--- src/rtl/rx_xbar_pkg.sv ---
package rx_xbar_pkg;
  localparam int unsigned CNT_LSB  = 0;
  localparam int unsigned CNT_W    = 3;
  localparam int unsigned ZERO_BIT = 3;
  localparam int unsigned SEL_LSB  = 4;
endpackage

--- src/rtl/rx_xbar_cfg.sv ---
module rx_xbar_cfg
  import rx_xbar_pkg::*;
#(
  parameter int unsigned NUM_CH = 4,
  parameter int unsigned SELW   = 2
) (
  input  logic                   clk_i,
  input  logic                   rst_ni,
  input  logic [31:0]            cfg_i,
  input  logic                   load_i,
  output logic                   zero_o,
  output logic [CNT_W-1:0]       nch_o,
  output logic [NUM_CH*SELW-1:0] isel_o,
  output logic [NUM_CH*SELW-1:0] qsel_o
);
  localparam int unsigned USED_W = SEL_LSB + 2 * NUM_CH * SELW;

  logic [USED_W-1:0] cfg_q;
  logic [CNT_W-1:0]  raw;
  logic              legal;

  always_ff @(posedge clk_i or negedge rst_ni) begin
    if (!rst_ni)     cfg_q <= '0;
    else if (load_i) cfg_q <= cfg_i[USED_W-1:0];
  end

  generate
    if (USED_W < 32) begin : g_rsv
      logic unused_rsv;
      assign unused_rsv = ^cfg_i[31:USED_W];
    end
    for (genvar c = 0; c < NUM_CH; c++) begin : g_sel
      assign isel_o[c*SELW +: SELW] = cfg_q[SEL_LSB + 2*c*SELW +: SELW];
      assign qsel_o[c*SELW +: SELW] = cfg_q[SEL_LSB + 2*c*SELW + SELW +: SELW];
    end
  endgenerate

  assign raw    = cfg_q[CNT_LSB +: CNT_W];
  assign zero_o = cfg_q[ZERO_BIT];
  // power of two, nonzero, within the channel bank
  assign legal  = (raw != '0) && ((raw & (raw - 1'b1)) == '0) && (32'(raw) <= NUM_CH);
  assign nch_o  = legal ? raw : CNT_W'(1);


  cfg_freeze_chk: assert property (@(posedge clk_i) disable iff (!rst_ni)
    !load_i |=> $stable(cfg_q));


  nch_legal_chk: assert property (@(posedge clk_i) disable iff (!rst_ni)
    $countones(nch_o) == 1);
endmodule

--- src/rtl/rx_xbar_route.sv ---
module rx_xbar_route #(
  parameter int unsigned NUM_CH  = 4,
  parameter int unsigned NUM_ADC = 4,
  parameter int unsigned DW      = 16,
  parameter int unsigned SELW    = 2
) (
  input  logic [NUM_ADC*DW-1:0]  adc_i,
  input  logic [NUM_CH*SELW-1:0] isel_i,
  input  logic [NUM_CH*SELW-1:0] qsel_i,
  input  logic                   zero_i,
  output logic [NUM_CH*DW-1:0]   ddc_i_o,
  output logic [NUM_CH*DW-1:0]   ddc_q_o
);
  logic [DW-1:0] adc_a [NUM_ADC];

  generate
    for (genvar k = 0; k < NUM_ADC; k++) begin : g_unpack
      assign adc_a[k] = adc_i[k*DW +: DW];
    end
    for (genvar c = 0; c < NUM_CH; c++) begin : g_ch
      assign ddc_i_o[c*DW +: DW] = adc_a[isel_i[c*SELW +: SELW]];
      assign ddc_q_o[c*DW +: DW] = zero_i ? '0 : adc_a[qsel_i[c*SELW +: SELW]];
    end
  endgenerate
endmodule

--- src/rtl/rx_xbar_ser.sv ---
module rx_xbar_ser
  import rx_xbar_pkg::*;
#(
  parameter int unsigned NUM_CH = 4,
  parameter int unsigned DW     = 16
) (
  input  logic                 clk_i,
  input  logic                 rst_ni,
  input  logic [NUM_CH*DW-1:0] res_i_i,
  input  logic [NUM_CH*DW-1:0] res_q_i,
  input  logic                 stb_i,
  input  logic [CNT_W-1:0]     nch_i,
  output logic                 ready_o,
  output logic                 valid_o,
  output logic [DW-1:0]        data_o
);
  localparam int unsigned NWORD = 2 * NUM_CH;
  localparam int unsigned IW    = $clog2(NWORD);
  localparam int unsigned NWW   = IW + 1;

  logic [DW-1:0]  buf_q [NWORD];
  logic           busy_q;
  logic [IW-1:0]  idx_q;
  logic [NWW-1:0] nw_q;
  logic [NWW-1:0] nw_d;
  logic           last;
  logic           accept;

  assign nw_d    = NWW'({nch_i, 1'b0});
  assign last    = busy_q && ({1'b0, idx_q} == nw_q - 1'b1);
  assign ready_o = !busy_q || last;
  assign accept  = stb_i && ready_o;
  assign valid_o = busy_q;
  assign data_o  = buf_q[idx_q];

  always_ff @(posedge clk_i or negedge rst_ni) begin
    if (!rst_ni) begin
      busy_q <= 1'b0;
      idx_q  <= '0;
      nw_q   <= NWW'(2);
    end else if (accept) begin
      busy_q <= 1'b1;
      idx_q  <= '0;
      nw_q   <= nw_d;
    end else if (busy_q) begin
      idx_q <= idx_q + 1'b1;
      if (last) busy_q <= 1'b0;
    end
  end

  always_ff @(posedge clk_i) begin
    if (accept) begin
      for (int c = 0; c < NUM_CH; c++) begin
        buf_q[2*c]   <= res_i_i[c*DW +: DW];
        buf_q[2*c+1] <= res_q_i[c*DW +: DW];
      end
    end
  end


  frame_start_chk: assert property (@(posedge clk_i) disable iff (!rst_ni)
    (stb_i && ready_o) |=> (valid_o && idx_q == '0));


  idx_range_chk: assert property (@(posedge clk_i) disable iff (!rst_ni)
    busy_q |-> ({1'b0, idx_q} < nw_q));


  frame_len_chk: assert property (@(posedge clk_i) disable iff (!rst_ni)
    busy_q |-> ($countones(nw_q) == 1 && nw_q >= NWW'(2)));


  mid_stb_chk: assert property (@(posedge clk_i) disable iff (!rst_ni)
    (busy_q && !last && stb_i) |=> (busy_q && $stable(nw_q)));
endmodule

--- src/rtl/rx_xbar_ilv.sv ---
module rx_xbar_ilv
  import rx_xbar_pkg::*;
#(
  parameter int unsigned NUM_CH  = 4,
  parameter int unsigned NUM_ADC = 4,
  parameter int unsigned DW      = 16
) (
  input  logic                  clk_i,
  input  logic                  rst_ni,
  input  logic [31:0]           cfg_i,
  input  logic [NUM_ADC*DW-1:0] adc_i,
  input  logic [NUM_CH*DW-1:0]  res_i_i,
  input  logic [NUM_CH*DW-1:0]  res_q_i,
  input  logic                  res_stb_i,
  output logic [NUM_CH*DW-1:0]  ddc_i_o,
  output logic [NUM_CH*DW-1:0]  ddc_q_o,
  output logic                  out_valid_o,
  output logic [DW-1:0]         out_data_o
);
  localparam int unsigned SELW = $clog2(NUM_ADC);

  logic                   cfg_zero;
  logic [CNT_W-1:0]       cfg_nch;
  logic [NUM_CH*SELW-1:0] cfg_isel;
  logic [NUM_CH*SELW-1:0] cfg_qsel;
  logic                   ser_ready;

  rx_xbar_cfg #(.NUM_CH(NUM_CH), .SELW(SELW)) u_cfg (
    .clk_i  (clk_i),
    .rst_ni (rst_ni),
    .cfg_i  (cfg_i),
    .load_i (ser_ready),
    .zero_o (cfg_zero),
    .nch_o  (cfg_nch),
    .isel_o (cfg_isel),
    .qsel_o (cfg_qsel)
  );

  rx_xbar_route #(.NUM_CH(NUM_CH), .NUM_ADC(NUM_ADC), .DW(DW), .SELW(SELW)) u_route (
    .adc_i   (adc_i),
    .isel_i  (cfg_isel),
    .qsel_i  (cfg_qsel),
    .zero_i  (cfg_zero),
    .ddc_i_o (ddc_i_o),
    .ddc_q_o (ddc_q_o)
  );

  rx_xbar_ser #(.NUM_CH(NUM_CH), .DW(DW)) u_ser (
    .clk_i   (clk_i),
    .rst_ni  (rst_ni),
    .res_i_i (res_i_i),
    .res_q_i (res_q_i),
    .stb_i   (res_stb_i),
    .nch_i   (cfg_nch),
    .ready_o (ser_ready),
    .valid_o (out_valid_o),
    .data_o  (out_data_o)
  );


  zero_q_chk: assert property (@(posedge clk_i) disable iff (!rst_ni)
    cfg_zero |-> (ddc_q_o == '0));
endmodule

--- config.mk ---
export PLATFORM = sky130hd
export DESIGN_NAME = rx_xbar_ilv
export DESIGN_NICKNAME = d
export VERILOG_FILES = /design/src/rtl/rx_xbar_pkg.sv /design/src/rtl/rx_xbar_cfg.sv /design/src/rtl/rx_xbar_route.sv /design/src/rtl/rx_xbar_ser.sv /design/src/rtl/rx_xbar_ilv.sv
export SDC_FILE = /design/constraint.sdc
export NUM_CORES = 1
export LEC_CHECK = 0
export BUFFER_PORTS_ARGS = -buffer_cell sky130_fd_sc_hd__buf_2
export CAP_MARGIN = 10
export CORE_UTILIZATION = 45
export DETAILED_ROUTE_END_ITERATION = 6
export GPL_ROUTABILITY_DRIVEN = 0
export HOLD_SLACK_MARGIN = 0.05
export PLACE_DENSITY = 0.78
export SLEW_MARGIN = 20
export SYNTH_ARGS = -nofsm -noshare
export SYNTH_HDL_FRONTEND = slang
export SYNTH_SLANG_ARGS = --single-unit
--- constraint.sdc ---
create_clock -name clk_i -period 6.6 [get_ports clk_i]
set_clock_uncertainty 0.15 [all_clocks]
set_input_delay 0.33 -clock clk_i [delete_from_list [all_inputs] [get_ports clk_i]]
set_output_delay 0.33 -clock clk_i [all_outputs]
set_load 0.05 [all_outputs]
==> metrics, run 1 <==
Crit path required time=6.53 ns; Leakage=0.00534 uW; RSZ-0062 raised after global routing=false; area delta synth->final=43.6%; Worst Setup Start Kind=register; setup ws final=3.15 ns; post-route ant nets=0; clock sink count=155; clk_lat worst skew=0.44 ns; Core ar.=0.0204 sq mm; vias per cell=5.88; Yosys top cell area share=40.7%; largest family of logic cells by synthesized area=multiplexers; router iterations before antenna repair=4; Cell variety after synth=22; most frequent CP cell=buf_4; met1 usage=33.7%; Final period util=52.2%; largest net degree at the start of global routing=63; Buffers on Ports=359; Synth Area in Adders=0.265%; Filler Cell Count=1342; Worst Setup Path Type=register to register; CTS root buf=clkbuf_16; slowest stage cell, crit path=dfrtp_1; crit path max fanout=55; iteration-0 DRC count of the detailed router=409; H-Tree Level Count=4; post-detail-place hpwl=19000 um; Final Net Count=1212; share of cells above drive strength 1=61.4%; Die Width=147 um; post-synthesis simple-gate area fraction=4.83%; cts bufs inserted=17; relative slew slack=28.5%; GR peak layer=met2; Power Total=7820 uW; final hold vios=0; Synth Area in Compound Gates=0.743%; top post-synthesis cells by area=edfxtp_1, mux4_2, dfrtp_1; Final setup violation count=0; cell taking the most area after synthesis=edfxtp_1; CTS resizes=0; die height=147 um; CTS tree=done; mux contribution to synthesized area=42.9%; # IOs=372; effective utilization at floorplan=46.3%; Post-Layout Inst Area=0.0136 sq mm; Synth Register Bits=155; critical path cell sequence=xnor2_4 > o41ai_4 > buf_4 > buf_4; vias in the first global route=7888; synthesized netlist cell count=494; Fmax=290 MHz; Mapped Nets=723; pwr dens=577 mW/mm^2; Final Max Slew Viols=0; Critical Path Sink Type=register; Seq/Total Area, Yosys=47.9%; max cap viols=0; Worst-path clk slew=0.07 ns; CTS max path bufs=2; min Tclk post-route=3.45 ns; worst slack at placement=3.15 ns; total number of yosys warnings=0; worst hold path class=input port to async pin; GR Util met2=53.4%; Site Rows=52; Mean Syn Cell Area=19.1 sq um; DRC=0; WP data arrival=3.37 ns; GRT Overall Usage=30.0%; measured slew at the worst slew-check pin=1.07 ns; multi-input logic area=0.00466 sq mm; routed wire length=31500 um; TNS Setup=0 ns; first-pass GRT wire length=47100 um; Placed Area=0.0114 sq mm; Die ar.=0.0216 sq mm; Via Count=7456; register area=0.00453 sq mm; grt ovf=0; Synth Area in XOR/XNOR=0.650%; worst hold margin=0.355 ns; Largest stage delay, worst path=1.05 ns; Avg WL per Cell=24.9 um; worst vdd ir=0.323 mV; Post-Syn Area=0.00944 sq mm; initial antenna violation count=3; status=finished, final reports clean; GR Util met3=7.39%
-- kinds of logic after synthesis --
| family | after synthesis |
|---|---|
| compound gates | 4 |
| xor+xnor | 4 |
| fa+ha+maj | 2 |
| buf+inv | 54 |
| flops | 155 |
| mux | 200 |
| simple gates | 75 |
-- layer usage --
metal / share of wire [%] / up-vias
met1: 33 / 3707
met5: 0 / -
li1: - / 3104
met2: 54 / 557
met3: 9.3 / 88
met4: 3.8 / 0
-- report_power, final --
part	internal [uW]	switching [uW]	total, uW
Sequential	1400	461	1860
Combinational	1810	3130	4940
Clock	517	496	1010
Total	3730	4090	7820
-- area by class of cell --
type / count / share of cell area, %
Clock inverter: 15 / 1.43
Inverter: 3 / 0.0831
Clock buffer: 17 / 3.14
Timing Repair Buffer: 521 / 25.0
Antenna cell: 3 / 0.0554
Tap cell: 270 / 2.49
Sequential cell: 155 / 33.4
Multi-Input combinational cell: 285 / 34.4
-- sequential cells by signal (all words and copies together) (netlist names) --
| signal | flops |
|---|---|
| u_cfg.cfg_q | 20 |
| u_ser.valid_o | 1 |
| u_ser.buf_q | 128 |
| u_ser.nw_q | 3 |
| u_ser.idx_q | 3 |
-- through the flow --
| stage | instances | utilization (%) |
|---|---|---|
| finish | 1269 | 66.6 |
| floorplan | 494 | - |
| detailed placement | 1084 | 56.1 |
| global placement | 1084 | 56.1 |
| CTS | 1266 | 66.5 |
| global route | 1269 | 66.6 |
-- what timing repair did --
action / 4_1_cts / 5_1_grt
hold buffers: 150 / 0
endpoints found under the hold margin: 175 / 0
buffers inserted: 0 / 0
-- final timing paths --
| check | cells after the start | slack, ns | start | end |
|---|---|---|---|---|
| max reg2reg | 4 | 3.15 | u_ser.idx_q[2]$_DFFE_PN0P_ | u_ser.buf_q[5][6]$_DFFE_PP_ |
| min in group clk_i | 1 | 0.37 | u_ser.nw_q[2]$_DFFE_PN0P_ | u_ser.nw_q[2]$_DFFE_PN0P_ |
| max in group asynchronous | 2 | 5.46 | rst_ni | u_cfg.cfg_q[14]$_DFFE_PN0P_ |
| min | 2 | 0.36 | rst_ni | u_ser.nw_q[2]$_DFFE_PN0P_ |
| max | 4 | 3.15 | u_ser.idx_q[2]$_DFFE_PN0P_ | u_ser.buf_q[5][6]$_DFFE_PP_ |
| min reg2reg | 1 | 0.37 | u_ser.nw_q[2]$_DFFE_PN0P_ | u_ser.nw_q[2]$_DFFE_PN0P_ |
-- placed cells by master, fill, tap and decap left out, types with 3 or more instances in the layout --
cell | synthesis | final
edfxtp_1 | 128 | 128
nand2b_1 | 4 | 4
inv_1 | 3 | 3
nor2_1 | 4 | 4
dlygate4sd3_1 | 0 | 150
dfrtp_1 | 26 | 21
inv_6 | 0 | 4
clkbuf_16 | 0 | 17
mux2_2 | 39 | 39
clkinv_8 | 0 | 7
buf_2 | 21 | 359
diode_2 | 0 | 3
buf_4 | 0 | 12
mux4_2 | 160 | 160
nor2b_1 | 64 | 64
dfrtp_2 | 0 | 5
-- Yosys cell counts, drive strengths merged --
cell type	number
or4	1
nor2	4
a21oi	1
mux2i	1
dfstp	1
xnor2	2
nor2b	64
xor2	2
inv	3
mux2	39
buf	24
mux4	160
o41ai	2
dfrtp	26
edfxtp	128
a32o	1
clkbuf	27
nand2	2
nand2b	4
ha	2
-- worst max-delay path, delay by kind of cell, from the launching register on --
family / cells / cell delay (ns)
buf+inv: 2 / 1.26
xor+xnor: 1 / 0.20
flops: 1 / 1.05
compound gates: 1 / 0.39
Note: power is estimated with default switching activity, not from simulation.
==> run 2, diff against run 1 <==
==> constraint.sdc (replaced) <==
create_clock -name clk_i -period 3.17 [get_ports clk_i]
set_clock_uncertainty 0.15 [all_clocks]
set_input_delay 0.1585 -clock clk_i [delete_from_list [all_inputs] [get_ports clk_i]]
set_output_delay 0.1585 -clock clk_i [all_outputs]
set_load 0.05 [all_outputs]
==> run 2 against run 1 <==
- hold slack got worse by 0.19 ns
- power is 110% higher
- highest routed layer unchanged
- via count is essentially flat
- combinational power rose by 110%
- utilization is 0.58 points higher
==> metrics, run 2 (synthesis gave the netlist of run 1 again) <==
die height=147 um (unchanged); Leakage=0.00539 uW (+0.92%); most frequent cells in the layout=buf_2, mux4_2, dlygate4sd3_1; clock sink count=155 (unchanged); max FFs per register=128 (unchanged); cts bufs inserted=17 (unchanged); pwr dens=1200 mW/mm^2 (+110%); Final Net Count=1217 (+0.41%); slowest stage cell, crit path=dfrtp_2; Via Count=7455 (-0.013%); grt ovf=0 (unchanged); GR Util met2=53.1% (-0.26 points); Final Core Density=67.1% (+0.58 points); iteration-0 DRC count of the detailed router=502 (+23%); post-route ant nets=0 (unchanged); commonest non-fill, non-tap cell in the layout=buf_2; Largest regs=u_ser.buf_q x128, u_cfg.cfg_q x20; vias per cell=5.86 (-0.25%); RSZ-0062 raised after global routing=false; WP data arrival=2.42 ns (-0.95 ns); GR peak layer=met2; Biggest register=u_ser.buf_q; GR Util met3=5.68% (-1.7 points); Core ar.=0.0204 sq mm (unchanged); Site Rows=52 (unchanged); CTS max path bufs=2 (unchanged); Final setup violation count=0 (unchanged); first-pass GRT wire length=47100 um (-0.13%); status=finished, final reports clean; Avg WL per Cell=24.7 um (-0.67%); Critical Path Sink Type=primary output; Buffers on Ports=359 (unchanged); # IOs=372 (unchanged); initial antenna violation count=1 (-2); DRC=0 (unchanged); TNS Setup=0 ns (unchanged); CTS root buf=clkbuf_16; final hold vios=0 (unchanged); Final Max Slew Viols=0 (unchanged); max cap viols=0 (unchanged); Worst Setup Path Type=register to primary output; area delta synth->final=44.9%; share of cells above drive strength 1=61.6% (+0.19 points); clk_lat worst skew=0.42 ns (-0.02 ns); effective utilization at floorplan=46.3% (unchanged); post-detail-place hpwl=19000 um (-0.18%); Crit path required time=2.86 ns (-3.67 ns); worst hold margin=0.170 ns (-0.186 ns); worst hold path class=input port to async pin; Power Total=16400 uW (+110%); largest net degree at the start of global routing=84 (+33%); setup ws final=0.440 ns (-2.71 ns); worst vdd ir=0.663 mV (+110%); vias in the first global route=7791 (-1.2%); Final period util=86.1%; Largest stage delay, worst path=0.61 ns (-0.44 ns); Die ar.=0.0216 sq mm (unchanged); Fmax=366 MHz; crit path max fanout=26 (-53%); Filler Cell Count=1323 (-1.4%); router iterations before antenna repair=4 (unchanged); family with the most delay on the worst path=multiplexers; CTS tree=done; measured slew at the worst slew-check pin=1.03 ns (-0.0421 ns); Die Width=147 um (unchanged); worst slack at placement=0.648 ns (-2.50 ns); GRT Overall Usage=29.6% (-0.41 points); min Tclk post-route=2.73 ns; relative slew slack=31.3% (+2.8 points); crit path buf inv count=2 (unchanged); Worst-path clk slew=0.07 ns (about the same); H-Tree Level Count=4 (unchanged); Worst Setup Start Kind=register; met1 usage=35.8% (+2.1 points); routed wire length=31400 um (-0.44%); critical path cell sequence=buf_12 > mux4_2 > mux2_2 > buf_2
## run 2: cell count changes in the layout (fill, tap and decap cells not counted), moves of 2 or more
cell      change
buf_12        +5
dfrtp_2       -4
inv_8         +4
dfrtp_1       +3
clkinv_4      -2
clkinv_8      -2
diode_2       -2
## run 2: worst paths after layout
| path | end | slack (ns) | from | cells past startpoint |
|---|---|---|---|---|
| hold reg to reg | u_ser.nw_q[2]$_DFFE_PN0P_ | 0.37 | u_ser.nw_q[2]$_DFFE_PN0P_ | 1 |
| max in group asynchronous | u_cfg.cfg_q[3]$_DFFE_PN0P_ | 2.21 | rst_ni | 2 |
| hold / removal | u_cfg.cfg_q[3]$_DFFE_PN0P_ | 0.17 | rst_ni | 2 |
| setup / recovery | out_data_o[3] | 0.44 | u_ser.idx_q[0]$_DFFE_PN0P_ | 4 |
| setup reg to reg | u_ser.buf_q[0][15]$_DFFE_PP_ | 0.61 | u_ser.nw_q[1]$_DFFE_PN1P_ | 5 |
| min in group clk_i | u_ser.buf_q[0][11]$_DFFE_PP_ | 0.28 | res_i_i[11] | 2 |
## run 2: where the power goes
group	leakage (uW)	internal, uW	switching, uW
combinational	0.00361	3920	6600
clock	0.000295	1080	1010
sequential	0.00149	2920	883
## run 2: per-stage QoR
step                      std cells  instance area [sq um]
after detailed placement       1089                  11600
after floorplan                 494                   9470
after global routing           1272                  13700
after CTS                      1271                  13700
final                          1272                  13700
after global placement         1089                  11600
## run 2: metal layers
layer,vias up,part of all wire (%),routed length (um)
met4,0,2.3,714
met5,-,0,0
met2,576,54,16900
met1,3708,35,11100
li1,3118,-,-
met3,53,8.4,2630
## run 2: repair_timing
action,in CTS,in global routing
setup endpoints to repair,0,0
setup buffers,0,0
hold buffers,150,0
gates resized for setup,0,0
endpoints found under the hold margin,179,0
## run 2: area by class of cell
| type | count | area (sq um) | area share [%] |
|---|---|---|---|
| diodes | 1 | 2.50 | 0.0183 |
| clock buffers | 17 | 425 | 3.11 |
| clock inverters | 15 | 188 | 1.37 |
| inverters | 3 | 11.3 | 0.0823 |
| multi-input cells | 285 | 4700 | 34.3 |
| flip-flops and latches | 155 | 4530 | 33.1 |
| well taps | 270 | 338 | 2.47 |
| repair buffers | 526 | 3490 | 25.5 |
